===== src/rtl/barrier_pkg.sv =====
package barrier_pkg;
  // Width of the per-cycle arrival increment carried from control to datapath.
  localparam int STROBE_CNT_W = 8;

  typedef struct packed {
    logic                    addEn;
    logic [STROBE_CNT_W-1:0] addCount;
  } barStrobe_t;
endpackage


===== src/rtl/barrier_ctrl.sv =====
module barrier_ctrl
  import barrier_pkg::*;
#(
  parameter int NUM_AGENTS = 4
) (
  input  logic                  clk,
  input  logic                  rstN,
  input  logic [NUM_AGENTS-1:0] arriveIn,
  input  logic                  flagQ,
  output logic [NUM_AGENTS-1:0] releaseOut,
  output logic [NUM_AGENTS-1:0] waitingOut,
  output logic                  errorOut,
  output barStrobe_t            strobe
);

  logic [NUM_AGENTS-1:0]   senseQ;
  logic [NUM_AGENTS-1:0]   waitQ;
  logic [NUM_AGENTS-1:0]   relNow;
  logic [NUM_AGENTS-1:0]   accept;
  logic [NUM_AGENTS-1:0]   dupHit;
  logic                    errQ;
  logic [STROBE_CNT_W-1:0] partSum [NUM_AGENTS+1];

  assign partSum[0] = '0;

  for (genvar i = 0; i < NUM_AGENTS; i++) begin : gAgent
    // Released when the global flag catches up with this agent's sense.
    assign relNow[i] = waitQ[i] & (senseQ[i] == flagQ);
    // A new arrival is taken when idle, or in the release cycle itself.
    assign accept[i] = arriveIn[i] & (~waitQ[i] | relNow[i]);
    assign dupHit[i] = arriveIn[i] & waitQ[i] & ~relNow[i];
    assign partSum[i+1] = partSum[i] + {{(STROBE_CNT_W-1){1'b0}}, accept[i]};

    always_ff @(posedge clk or negedge rstN) begin
      if (!rstN) begin
        senseQ[i] <= 1'b0;
        waitQ[i]  <= 1'b0;
      end else if (accept[i]) begin
        senseQ[i] <= ~senseQ[i];
        waitQ[i]  <= 1'b1;
      end else if (relNow[i]) begin
        waitQ[i]  <= 1'b0;
      end
    end


    release_pulse_chk: assert property (@(posedge clk) disable iff (!rstN)
      relNow[i] |=> (!relNow[i] || $past(&accept)));


    wait_hold_chk: assert property (@(posedge clk) disable iff (!rstN)
      (waitQ[i] && !relNow[i]) |=> waitQ[i]);


    dup_ignored_chk: assert property (@(posedge clk) disable iff (!rstN)
      dupHit[i] |=> (senseQ[i] == $past(senseQ[i])));
  end

  always_ff @(posedge clk or negedge rstN) begin
    if (!rstN) errQ <= 1'b0;
    else if (|dupHit) errQ <= 1'b1;
  end

  assign strobe.addEn    = |accept;
  assign strobe.addCount = partSum[NUM_AGENTS];
  assign releaseOut      = relNow;
  assign waitingOut      = waitQ;
  assign errorOut        = errQ;


  err_sticky_chk: assert property (@(posedge clk) disable iff (!rstN)
    errQ |=> errQ);


  release_group_chk: assert property (@(posedge clk) disable iff (!rstN)
    (|relNow) |-> (&relNow));

endmodule


===== src/rtl/barrier_dpath.sv =====
module barrier_dpath
  import barrier_pkg::*;
#(
  parameter int NUM_AGENTS = 4
) (
  input  logic       clk,
  input  logic       rstN,
  input  barStrobe_t strobe,
  output logic       flagQ
);

  localparam int CNT_W = (NUM_AGENTS < 2) ? 1 : $clog2(NUM_AGENTS + 1);
  localparam logic [STROBE_CNT_W-1:0] TARGET = STROBE_CNT_W'(NUM_AGENTS);

  logic [CNT_W-1:0]        countQ;
  logic [STROBE_CNT_W-1:0] nextSum;
  logic                    done;
  logic                    flagR;

  assign nextSum = STROBE_CNT_W'(countQ) + strobe.addCount;
  assign done    = strobe.addEn && (nextSum == TARGET);

  // Counter clear and flag flip share one edge: the next arrival sees zero.
  always_ff @(posedge clk or negedge rstN) begin
    if (!rstN) begin
      countQ <= '0;
      flagR  <= 1'b0;
    end else if (done) begin
      countQ <= '0;
      flagR  <= ~flagR;
    end else if (strobe.addEn) begin
      countQ <= CNT_W'(nextSum);
    end
  end

  assign flagQ = flagR;


  count_range_chk: assert property (@(posedge clk) disable iff (!rstN)
    int'(countQ) < NUM_AGENTS);


  no_overshoot_chk: assert property (@(posedge clk) disable iff (!rstN)
    strobe.addEn |-> (nextSum <= TARGET));


  count_clear_chk: assert property (@(posedge clk) disable iff (!rstN)
    done |=> (countQ == '0));


  flag_toggle_chk: assert property (@(posedge clk) disable iff (!rstN)
    !$stable(flagR) |-> $past(done));

endmodule


===== src/rtl/sense_barrier.sv =====
module sense_barrier
  import barrier_pkg::*;
#(
  parameter int NUM_AGENTS = 4
) (
  input  logic                  clk,
  input  logic                  rstN,
  input  logic [NUM_AGENTS-1:0] arriveIn,
  output logic [NUM_AGENTS-1:0] releaseOut,
  output logic [NUM_AGENTS-1:0] waitingOut,
  output logic                  flagOut,
  output logic                  errorOut
);

  barStrobe_t strobe;
  logic       flagQ;

  barrier_ctrl #(.NUM_AGENTS(NUM_AGENTS)) uCtrl (
    .clk       (clk),
    .rstN      (rstN),
    .arriveIn  (arriveIn),
    .flagQ     (flagQ),
    .releaseOut(releaseOut),
    .waitingOut(waitingOut),
    .errorOut  (errorOut),
    .strobe    (strobe)
  );

  barrier_dpath #(.NUM_AGENTS(NUM_AGENTS)) uDpath (
    .clk   (clk),
    .rstN  (rstN),
    .strobe(strobe),
    .flagQ (flagQ)
  );

  assign flagOut = flagQ;

endmodule


===== config.mk =====
export PLATFORM = sky130hd
export DESIGN_NAME = sense_barrier
export DESIGN_NICKNAME = d
export VERILOG_FILES = /design/src/rtl/barrier_pkg.sv /design/src/rtl/barrier_ctrl.sv /design/src/rtl/barrier_dpath.sv /design/src/rtl/sense_barrier.sv
export SDC_FILE = /design/constraint.sdc
export NUM_CORES = 1
export LEC_CHECK = 0
export BUFFER_PORTS_ARGS = -buffer_cell sky130_fd_sc_hd__buf_2
export CAP_MARGIN = 15
export CORE_UTILIZATION = 53
export CTS_CLUSTER_DIAMETER = 60
export DETAILED_ROUTE_END_ITERATION = 8
export PLACE_DENSITY = 0.77
export SLEW_MARGIN = 20
export SYNTH_ARGS = -nofsm -noshare
export SYNTH_HDL_FRONTEND = slang
export SYNTH_HIERARCHICAL = 1
export SYNTH_SLANG_ARGS = --single-unit

===== constraint.sdc =====
create_clock -name clk -period 4.09 [get_ports clk]
set_input_delay 0.409 -clock clk [delete_from_list [all_inputs] [get_ports clk]]
set_output_delay 0.409 -clock clk [all_outputs]
set_load 0.02 [all_outputs]

=== Word level (Yosys, flattened, before mapping) ===
Index checks and enable logic that the tools add are counted.

* Equality and inequality tests: 5
* Bitwise logic cells: 33
* Reduce and logical (&&, ||, !) cells: 8
* Multiplexer cells: 10
* Add/subtract/negate cells: 4

{| class="wikitable"
|+ Operators by type and width
! cell !! count
|-
| adder 8 x 1 -> 8 bit || 2
|-
| bitwise AND 1 bit || 16
|-
| inverter 1 bit || 13
|-
| nonzero test 2 bit || 5
|-
| adder 3 x 8 -> 8 bit || 1
|-
| == test 8 x 3 -> 1 bit (second input constant) || 1
|-
| two-way mux 1 bit || 8
|-
| OR reduction 4 bit || 2
|-
| two-way mux 3 bit || 2
|-
| == test 1 bit || 4
|-
| OR 1 bit || 4
|-
| adder 1 x 1 -> 2 bit || 1
|-
| logical AND 1 bit || 1
|}

* Bits of input ports: 6
* Output and inout port bits: 10
* Flip-flop bits (word level): 13
* Logic and storage cells: 71

=== Logic depth before layout (Yosys ltp) ===
Gate-level depths: netlist of run 1.

* Word-level depth: 11
* Depth in mapped cells: 11
* Gate-level depth less buffers: 11

=== By module ===
The synthesis of run 1 kept the hierarchy.

{| class="wikitable"
|+ By module, submodules not included
! module !! cells each !! seq. area each (µm²) !! instances !! area each (µm²)
|-
| barrier_ctrl || 58 || 225.2 || 1 || 564.3
|-
| barrier_dpath || 25 || 100.1 || 1 || 300.3
|}

=== Worst setup path after synthesis of run 1 ===
No wires, ideal clock.

* Kind: register to register
* From: register uDpath.flagR, in the netlist uDpath/flagQ
* To: register uDpath.flagR, in the netlist uDpath/flagQ
* Period minus slack after synthesis: 3,475 ps
* Slack: 615 ps
* Data required time: 4,009 ps
* Arrival time: 3,395 ps
* Path buffers: 0
* Stages on the path, launching flop included: 12
* Path through: dfrtp_1 -> xor2_1 -> a21bo_2 -> inv_1 -> fa_1 -> ha_1 -> ha_1 -> ha_1 -> and3_4 -> or3_4 -> a2111oi_2 -> xor2_1

{| class="wikitable"
|+ RTL lines
! item !! line !! text
|-
| from (decl) || barrier_dpath.sv:18 || <nowiki>logic flagR;</nowiki>
|-
| from (signal assigned) || barrier_dpath.sv:30 || <nowiki>flagR <= ~flagR;</nowiki>
|}

==> impl_results.md, run 1 <==
- Initial antenna violation count: 0
- CTS tree: done
- # hold bufs at CTS: 0
- Vias: a little under 600
- H-tree depth: 1
- # diodes: 0
- Row count: 14
- Avg Synthesized Cell Area: about 10 µm²
- Core footprint: ~1500 µm²
- Hold crit path type: input pin to async pin
- WL/cell: about 11 µm
- Final setup violation count: 0
- Total gr overflow: 0
- Fmax: between 200 and 300 MHz
- Setup crit start kind: flop
- Yosys synthesis warning count: 6
- Biggest area consumer among synthesized cells: dfrtp_1
- Synth top area share: between 30% and 40%
- Gr usage total: 17.4%
- Worst setup EP type: flop
- Cts repair resizes: 0
- Simple-Gate Fraction of Synth Area: ~16%
- Setup tns final: 0 ps
- Worst Path Max Fanout: 6
- Clock Tree Buf Depth: 2
- Post-route ant nets: 0
- Count of final max-slew check failures: 0
- Critical path class: flop to flop
- Sw Ratio: a little under half
- Skew-Pair Late Insertion Delay: about 270 ps
- Worst-path clk slew: approximately 80 ps
- Reg power frac: ~27%
- Layout area overhead: 11.4%
- PD cells: between 900 and 1000 nW/µm²
- Post-synth EDFFs: 0
- Synth Area in Compound Gates: between 10% and 20%
- Peak VDD IR: approximately 600 µV
- Number of buffers created by CTS: 3
- First-pass iteration count of the detailed router: 4
- Post-layout min period: about 3500 ps
- Clock Root Buffer: clkbuf_4
- Async SR Flop Fraction: 100%
- P_leak: about 0.5 nW
- Buffer count from post-CTS setup fixing: 0
- Layout cells sized above 1: 26.7%
- Die Y: 42.4 µm
- GPL Wtd Cong: 0.704
- DIE AREA: ~1800 µm²
- Vias per cell: approximately 5.0
- Clock Skew: between 4 and 5 ps
- Clk network pwr share: between 8 and 9%
- Most frequently used flop master after synthesis: dfrtp_1
- Total power: around 900 µW
- DIE WIDTH: 42.4 µm
- Sequential area share after synthesis: between 30% and 40%
- Crit path required time: 4290 ps
- Synthesis-stage register bit count: 13
- Initial core utilization: ~57%
- Largest net degree at the start of global routing: 14
- Proportion of synthesized area in mux cells: under 10%
- Drt drc: 0
- RSZ-0062 raised after global routing: false
- Final wirelength: approximately 1.3 mm
- Final hold vios: 0
- Comb power frac: between 60 and 70%
- Starting DRC count in detailed routing: 9
- # clock sinks: 13
- Synth unique cells: 29
- Vias in the first global route: 579
- Fillers: ~120
- Post-synthesis adder-cell area fraction: between 10% and 20%
- Crit path DAT: roughly 3700 ps
- Max-Cap Viols: 0
- Reg2Reg Setup Slack: approximately 550 ps
- Largest family of logic cells by synthesized area: simple AND/OR/NAND/NOR gates
- IO Port Bufs: 15
- Cells after Synth: 83
- Synth top area cells: dfrtp_1 (38%), ha_1 (8.7%), xnor2_1 (6.1%)
- Ports: 16
- Tcrit/Tclk final: ~87%
- Detailed placement HPWL: between 1 and 1.5 mm
- Net switching power: between 400 and 500 µW
- Status: complete, no violations
- Synth Area in XOR/XNOR: between 10% and 20%
- Cell area after synthesis: 865 µm²
- Cell internal pwr: about 500 µW
- Nets: about 120
- First-pass GRT wire length: approximately 2.3 mm
## path summary, 6_finish.rpt
| kind | depth (start not counted) | start | endpoint |
|---|---|---|---|
| worst min register to register | 2 | uCtrl/errorOut | uCtrl/errorOut |
| min in group clk | 2 | arriveIn[1] | uCtrl/waitingOut[1] |
| worst max register to register | 11 | uDpath/flagQ | uDpath/flagQ |
| worst max-delay path | 11 | uDpath/flagQ | uDpath/flagQ |
| max in group asynchronous | 1 | rstN | uCtrl/waitingOut[0] |
| worst min-delay path | 1 | rstN | uCtrl/waitingOut[3] |
## cells in the final DEF, fill, tap and decap left out
cell	Yosys	routed
a31oi_1	1	1
a21bo_2	2	2
and4_1	1	1
dfrtp_1	13	13
xnor2_1	6	6
buf_2	0	15
inv_1	9	9
a21o_1	1	1
mux2_2	2	2
nand3_1	3	3
clkbuf_4	0	3
nor2_1	2	2
clkbuf_1	0	1
or3_4	1	1
conb_1	1	5
o22a_1	1	1
o21ai_2	2	2
o22ai_1	1	1
and2_1	2	2
nand2b_1	6	6
o21ai_1	1	1
or2_0	1	1
nor4_1	1	1
nand2_1	5	5
fa_1	2	2
xor2_1	4	4
mux2i_1	1	1
a2111oi_2	1	1
ha_1	6	6
and3_4	1	1
a211oi_1	1	1
## cell type report
type	instances	area, µm²	area share (%)
inverters	9	33.8	3.51
well taps	16	20.0	2.08
repair buffers	15	75.1	7.79
clock buffers	4	26.3	2.73
multi-input cells	60	483	50.1
flip-flops and latches	13	325	33.8
## power by group through the flow
stage                     Sequential, mW  Clock [mW]  Combinational, mW
after detailed placement           0.247           0              0.586
final                              0.244      0.0767              0.577
after CTS                          0.245      0.0811              0.586
after floorplan                    0.262           0              0.442
after global routing               0.254      0.0863              0.658
after global placement             0.244           0              0.565
## state kept, by name (all words and copies together) (netlist names)
name and count:
uCtrl/errorOut 1, uDpath/flagQ 1, uCtrl/senseQ 4, uDpath/countQ 3, uCtrl/waitingOut 4
## cells in the mapped netlist, types with 2 or more instances
| library cell | instances |
|---|---|
| nand2b_1 | 6 |
| a21bo_2 | 2 |
| nand2_1 | 5 |
| nand3_1 | 3 |
| dfrtp_1 | 13 |
| and2_1 | 2 |
| nor2_1 | 2 |
| mux2_2 | 2 |
| o21ai_2 | 2 |
| xor2_1 | 4 |
| ha_1 | 6 |
| xnor2_1 | 6 |
| fa_1 | 2 |
| inv_1 | 9 |
| buf_4 | 5 |
## per-stage QoR
| stage | cells | hold WS, ps | cell area, µm² | util [%] | setup WS, ps |
|---|---|---|---|---|---|
| after floorplan | 87 | 113 | 880 | - | 615 |
| after global placement | 113 | 305 | 937 | 62.2 | 606 |
| after detailed placement | 113 | 307 | 937 | 62.2 | 543 |
| after CTS | 117 | 5.47 | 963 | 64.0 | 527 |
| after global routing | 117 | 15.5 | 963 | 64.0 | 366 |
| final | 117 | 4.52 | 963 | 64.0 | 550 |
## worst max-delay path, stage by stage, from the launching register on
cell and delay [ps]:
dfrtp_1 490, xor2_1 300, a21bo_2 220, inv_1 60
fa_1 470, ha_1 190, ha_1 310, ha_1 300
and3_4 170, or3_4 370, a2111oi_2 420, xor2_1 170
## kinds of logic (layout without fill, tap and decap cells)
| logic type | count (synthesis) | after routing |
|---|---|---|
| other | 1 | 5 |
| XOR/XNOR | 10 | 10 |
| adder cells (fa/ha/maj) | 8 | 8 |
| multiplexers | 3 | 3 |
| buffers and inverters | 14 | 28 |
| AND/OR/NAND/NOR | 23 | 23 |
| flip-flops | 13 | 13 |
| AO/OA/AOI/OAI | 11 | 11 |
## per-layer routing
layer  global-route usage, %  wire length, µm
met2                    28.6              577
met5                       0                0
met3                    7.76               66
met4                    1.88                0
met1                    21.8              631
Power figures use the tool's default switching activity.
==> run 2, diff against run 1 <==
--- a/config.mk
+++ b/config.mk
@@ -5,9 +5,10 @@
 export SDC_FILE = /design/constraint.sdc
 export NUM_CORES = 1
 export LEC_CHECK = 0
+export ABC_AREA = 1
 export BUFFER_PORTS_ARGS = -buffer_cell sky130_fd_sc_hd__buf_2
 export CAP_MARGIN = 15
-export CORE_UTILIZATION = 53
+export CORE_UTILIZATION = 54
 export CTS_CLUSTER_DIAMETER = 60
 export DETAILED_ROUTE_END_ITERATION = 8
 export PLACE_DENSITY = 0.77
==> run 2 against run 1 <==
Net effect: power increased by 10%; clock power increased by 4.3%; clock skew decreased by 1.7 ps; utilization increased by 2.8 points; worst hold slack improved by 5.4 ps; first-iteration DRC count increased by 100%; via count increased by 38%; critical path type unchanged; largest power group unchanged; highest routed layer is now met4.
==> impl_results.md, run 2 <==
- Sequential area share after synthesis: 33.6% (-4.0 points)
- Biggest area consumer among synthesized cells: dfrtp_1
- Hold slack: 9.94 ps (+5.42 ps)
- # diodes: 0 (unchanged)
- Setup tns final: 0 ps (unchanged)
- Most frequent cells in the layout: nand2_1 (47), inv_1 (19), buf_2 (15), dfrtp_1 (13), nor2_1 (9)
- Vias in the first global route: 726 (+25%)
- First-pass GRT wire length: 3.07 mm (+33%)
- Synth unique cells: 19 (-34%)
- Async SR Flop Fraction: 100% (unchanged)
- Number of buffers created by CTS: 3 (unchanged)
- Layout area overhead: 10.1%
- RSZ-0062 raised after global routing: false
- Largest net degree at the start of global routing: 14 (unchanged)
- Vias: 805 (+38%)
- Synth top area cells: dfrtp_1 (34%), nand2_1 (18%), ha_1 (7.8%)
- Cts repair resizes: 0 (unchanged)
- First-pass iteration count of the detailed router: 5 (+1)
- Fmax: 299 MHz (+5.8%)
- Post-route ant nets: 0 (unchanged)
- Drt drc: 0 (unchanged)
- Cell area after synthesis: 967 µm² (+12%)
- Cells after Synth: 129 (+55%)
- Die Y: 44.3 µm (+4.6%)
- Finished Cell Area: 1060 µm² (+11%)
- Setup crit start kind: flop
- Worst Path Max Fanout: 11 (+5)
- Critical path class: flop to flop
- # clock sinks: 13 (unchanged)
- Clock Root Buffer: clkbuf_4
- Nets: 161 (+39%)
- Final core occ: 66.8% (+2.8 points)
- Hold crit path type: input pin to async pin
- Most common cell after layout, fill and taps aside: nand2_1
- Final hold vios: 0 (unchanged)
- Avg Synthesized Cell Area: 7.50 µm² (-28%)
- CTS tree: done
- Total gr overflow: 0 (unchanged)
- IO Port Bufs: 15 (unchanged)
- Post-layout min period: 3350 ps (-193 ps)
- Count of final max-slew check failures: 0 (unchanged)
- Most frequently used flop master after synthesis: dfrtp_1
- Final setup violation count: 0 (unchanged)
- Initial antenna violation count: 0 (unchanged)
- Vias per cell: 4.74 (-5.1%)
- Tcrit/Tclk final: 81.8% (-4.7 points)
- Layout cells sized above 1: 22.6% (-4.1 points)
- Buffer count from post-CTS setup fixing: 0 (unchanged)
- Placed Area: 1040 µm² (+11%)
- Clock Tree Buf Depth: 2 (unchanged)
- Starting DRC count in detailed routing: 18 (+9)
- DIE AREA: 1960 µm² (+9.3%)
- Worst setup EP type: flop
- Ports: 16 (unchanged)
- Synthesis-stage register bit count: 13 (unchanged)
- Synth top area share: 33.6% (-4.0 points)
- GPL Wtd Cong: 0.775 (+10%)
- WL/cell: 10.2 µm (-6.2%)
- # hold bufs at CTS: 0 (unchanged)
- Post-synth top cells: nand2_1 (47), inv_1 (19), dfrtp_1 (13), nor2_1 (9), nand2_2 (7)
- P_leak: 0.618 nW (+24%)
- DIE WIDTH: 44.3 µm (+4.6%)
- PD cells: 930 nW/µm² (-0.22%)
- Most numerous cell in the Yosys netlist: nand2_1
- H-tree depth: 1 (unchanged)
- Fillers: 138 (+19%)
- Yosys synthesis warning count: 6 (unchanged)
- Initial core utilization: 60.7% (+3.3 points)
- Peak VDD IR: 576 µV (-1.7%)
- Gr usage total: 21.5% (+4.1 points)
- Post-synth EDFFs: 0 (unchanged)
- Core footprint: 1590 µm² (+5.8%)
- Crit path required time: 4250 ps (-40 ps)
- Worst rel slew slack: 62.6%
- Row count: 14 (unchanged)
- Skew-Pair Late Insertion Delay: 270 ps (about the same)
- Detailed placement HPWL: 1.38 mm (+36%)
- Status: complete, no violations
- Worst slew pin tran: about 560 ps
- Crit path DAT: 3510 ps (-230 ps)
- Worst-path clk slew: 80 ps (about the same)
- Total power: 990 µW (+10%)
- Clock Skew: 2.99 ps (-1.70 ps)
- Max-Cap Viols: 0 (unchanged)
- Final wirelength: 1.74 mm (+36%)
run 2: cells by family after synthesis:
kind of cell | synth area share [%]
buf+inv | 12.8
other cells | 0.388
compound gates | 1.68
fa+ha+maj | 11.9
flops | 33.6
simple gates | 33.6
xor+xnor | 5.95
run 2: path summary, 6_finish.rpt:
kind,slack (ps),depth (start not counted),end,from
max in group asynchronous,3850,1,uCtrl/errorOut,rstN
min reg2reg,490,2,uDpath/countQ[0],uDpath/countQ[0]
min,10,1,uCtrl/senseQ[2],rstN
max reg2reg,740,16,uDpath/flagQ,uDpath/flagQ
max,740,16,uDpath/flagQ,uDpath/flagQ
min in group clk,370,3,uCtrl/waitingOut[3],arriveIn[3]
run 2: cell type report:
class                   count  area, µm²  area share [%]
clock buffers               4       26.3            2.47
inverters                  20       75.1            7.05
multi-input cells          94        533            50.1
flip-flops and latches     13        325            30.6
well taps                  24       30.0            2.82
repair buffers             15       75.1            7.05
run 2: metrics by stage:
step / instances / setup WS [ps]
floorplan: 133 / 1030
global placement: 166 / 856
detailed placement: 166 / 784
CTS: 170 / 751
global route: 170 / 530
finish: 170 / 743
run 2: metal layers:
metal / vias to the layer above / track usage [%] / share of wire [%]
met2: 35 / 35.3 / 48
met4: 0 / 9.09 / 0.58
li1: 410 / - / -
met3: 2 / 2.45 / 5.2
met5: - / 0 / 0
met1: 358 / 28.7 / 46
run 2: critical path: stages (launching register included):
cell	delay [ps]
dfrtp_1	710
xor2_2	210
nand2_2	90
nand2_2	90
inv_1	60
fa_1	480
ha_1	190
ha_1	320
fa_1	450
nand2_1	90
nand2_1	70
nor2_2	100
nand2_1	70
nor2_2	90
nand2_1	80
nand2_1	60
nand2_1	70
run 2: report_power, final:
group | total, mW | switching (mW) | internal, mW
clock | 0.0800 | 0.0422 | 0.0378
combinational | 0.638 | 0.393 | 0.245
sequential | 0.272 | 0.0793 | 0.193
total | 0.990 | 0.515 | 0.476
==> run 3, diff against run 2 <==
==> constraint.sdc (replaced) <==
create_clock -name clk -period 3.1 [get_ports clk]
set_input_delay 0.31 -clock clk [delete_from_list [all_inputs] [get_ports clk]]
set_output_delay 0.31 -clock clk [all_outputs]
set_load 0.02 [all_outputs]
==> run 3 against run 2 <==
Net effect: critical path depth grew 1; global-route usage shrank 0.10 points; cell count up 5.9%; sequential cell count stayed put; clock-buffer cell count unchanged; non-clock buffer count rose by 10; via count up 5.3%; fmax rose by 11%; worst hold slack better by 270 ps; clock skew hardly changed; highest routed layer unchanged.
==> impl_results.md, run 3 (synthesized netlist as in run 2, its figures left out) <==
- Status: complete, no violations
- Vias per cell: 4.71 (-0.51%)
- Detailed placement HPWL: 1.42 mm (+2.8%)
- DIE AREA: 1960 µm² (unchanged)
- Initial antenna violation count: 0 (unchanged)
- Row count: 14 (unchanged)
- Clock Tree Buf Depth: 2 (unchanged)
- Hold Crit Depth: 3
- Post-layout min period: 3020 ps (-324 ps)
- Starting DRC count in detailed routing: 31 (+13)
- Max-Cap Viols: 0 (unchanged)
- Worst reg2reg path startpoint: uDpath/flagQ
- Skew-Pair Late Insertion Delay: 280 ps (about the same)
- CTS tree: done
- DIE WIDTH: 44.3 µm (unchanged)
- Tcrit/Tclk final: 97.5% (+16 points)
- Crit path DAT: 3200 ps (-310 ps)
- Clock Skew: 2.68 ps (-0.318 ps)
- Core footprint: 1590 µm² (unchanged)
- Ports: 16 (unchanged)
- Fillers: 146 (+5.8%)
- Final wirelength: 1.96 mm (+13%)
- Final setup violation count: 0 (unchanged)
- Worst setup EP type: flop
- Crit path required time: 3280 ps (-970 ps)
- WL/cell: 10.9 µm (+6.8%)
- Initial core utilization: 60.7% (unchanged)
- Critical Path Most Common Cell: nand2_1
- Worst r2r dst: uDpath/countQ[2]
- Hold slack: 276 ps (+266 ps)
- Vias in the first global route: 760 (+4.7%)
- Hold crit path type: input pin to flop
- Vias: 848 (+5.3%)
- First-pass iteration count of the detailed router: 4 (-1)
- Setup crit start kind: flop
- Worst Reg2Reg Path Length in Cells: 17 (+1)
- Worst-path clk slew: 80 ps (about the same)
- CP bufs+invs: 2 (+1)
- Most common cell after layout, fill and taps aside: nand2_1
- Fmax: 331 MHz (+11%)
- Clock Root Buffer: clkbuf_4
- Total gr overflow: 0 (unchanged)
- Layout cells sized above 1: 32.1% (+9.4 points)
- H-tree depth: 1 (unchanged)
- Most frequent cells in the layout: nand2_1 (46), inv_1 (17), buf_2 (15), dfrtp_1 (13), nor2_1 (8)
- Reg2Reg Setup Slack: 80 ps (-670 ps)
- Gr usage total: 21.4% (-0.10 points)
- Post-route ant nets: 0 (unchanged)
- Die Y: 44.3 µm (unchanged)
- Hold path start: arriveIn[3]
- Nets: 171 (+6.2%)
- First-pass GRT wire length: 2.98 mm (-2.9%)
- CP cell instances: buf_6 > xor2_2 > nand2_2 > nand2_4 > inv_2 > fa_1 > ha_4 > ha_4 > fa_2 > nand2_1 > nand2_1 > nor2_2 > nand2_1 > nor2_2 > nand2_1 > nand2_1 > nand2_1
- IO Port Bufs: 15 (unchanged)
- Max stage delay cell, worst path: fa_1
- Worst Path Max Fanout: 6 (-5)
- Largest net degree at the start of global routing: 14 (unchanged)
- CP delay by family, top: adder cells
- Number of buffers created by CTS: 3 (unchanged)
- Count of final max-slew check failures: 0 (unchanged)
- RSZ-0062 raised after global routing: true
- # diodes: 0 (unchanged)
- Layout area overhead: 24.1%
- Critical path class: flop to flop
- GPL Wtd Cong: 0.809 (+4.4%)
- Final hold vios: 0 (unchanged)
- # clock sinks: 13 (unchanged)
- Drt drc: 0 (unchanged)
- Hold Path End: uCtrl/waitingOut[3]
- Slowest cell delay on critical path: 490 ps (-220 ps)
-- run 3: worst reg2reg max path, stage by stage, from the launching register on --
cell and delay, ps:
dfrtp_1 410, buf_6 150, xor2_2 170, nand2_2 110, nand2_4 90, inv_2 40
fa_1 490, ha_4 190, ha_4 220, fa_2 380, nand2_1 70, nand2_1 60
nor2_2 130, nand2_1 70, nor2_2 140, nand2_1 80, nand2_1 70, nand2_1 40
-- run 3: final cells by class --
type                       count  area, µm²  share of cell area [%]
inverter                      20       75.1                    6.26
sequential                    13        325                    27.1
clock buffer                   4       26.3                    2.19
timing repair buffer          25        160                    13.3
tap                           24       30.0                    2.50
multi-input combinational     94        583                    48.6
-- run 3: timing repair --
action | in CTS | in global routing
hold endpoints to repair | 13 | 0
setup endpoints to repair | 2 | 2
pin swaps | 0 | 6
resized for setup | 1 | 12
hold buffers | 1 | 0
buffers inserted | 0 | 5
-- run 3: worst max path at each step --
stage / startpoint / endpoint / slack [ps] / cells after the start
CTS: uDpath/flagQ / uDpath/flagQ / 10 / 17
finish: uDpath/flagQ / uDpath/countQ[2] / 80 / 17
detailed placement: uDpath/flagQ / uDpath/flagQ / -40 / 17
global placement: uDpath/flagQ / uDpath/flagQ / 70 / 17
global route: uDpath/flagQ / uDpath/flagQ / -70 / 17
floorplan: uDpath/flagQ / uDpath/flagQ / 40 / 17
-- run 3: per-layer routing --
| metal | track usage [%] | share of wire [%] | routed length (µm) |
|---|---|---|---|
| met4 | 10.3 | 0.97 | 19 |
| met1 | 24.4 | 44 | 857 |
| met5 | 0 | 0 | 0 |
| met2 | 36.2 | 51 | 1000 |
| met3 | 6.53 | 4.1 | 81 |
-- run 3: metrics by stage --
| step | instance area (µm²) | std cells | TNS, ps | setup slack [ps] | util, % |
|---|---|---|---|---|---|
| 5_1_grt | 1200 | 180 | -128 | -74.7 | 75.3 |
| 4_1_cts | 1120 | 175 | 0 | 12.6 | 70.1 |
| 6_report | 1200 | 180 | 0 | 77.1 | 75.3 |
| 3_5_place_dp | 1070 | 170 | -80.8 | -43.7 | 67.0 |
| 2_1_floorplan | 982 | 133 | 0 | 38.9 | - |
| 3_3_place_gp | 1070 | 170 | 0 | 74.9 | 67.0 |
Power of run 3 is not shown: default switching activity piles up to over one toggle a cycle in this logic, so the estimate is an artifact.
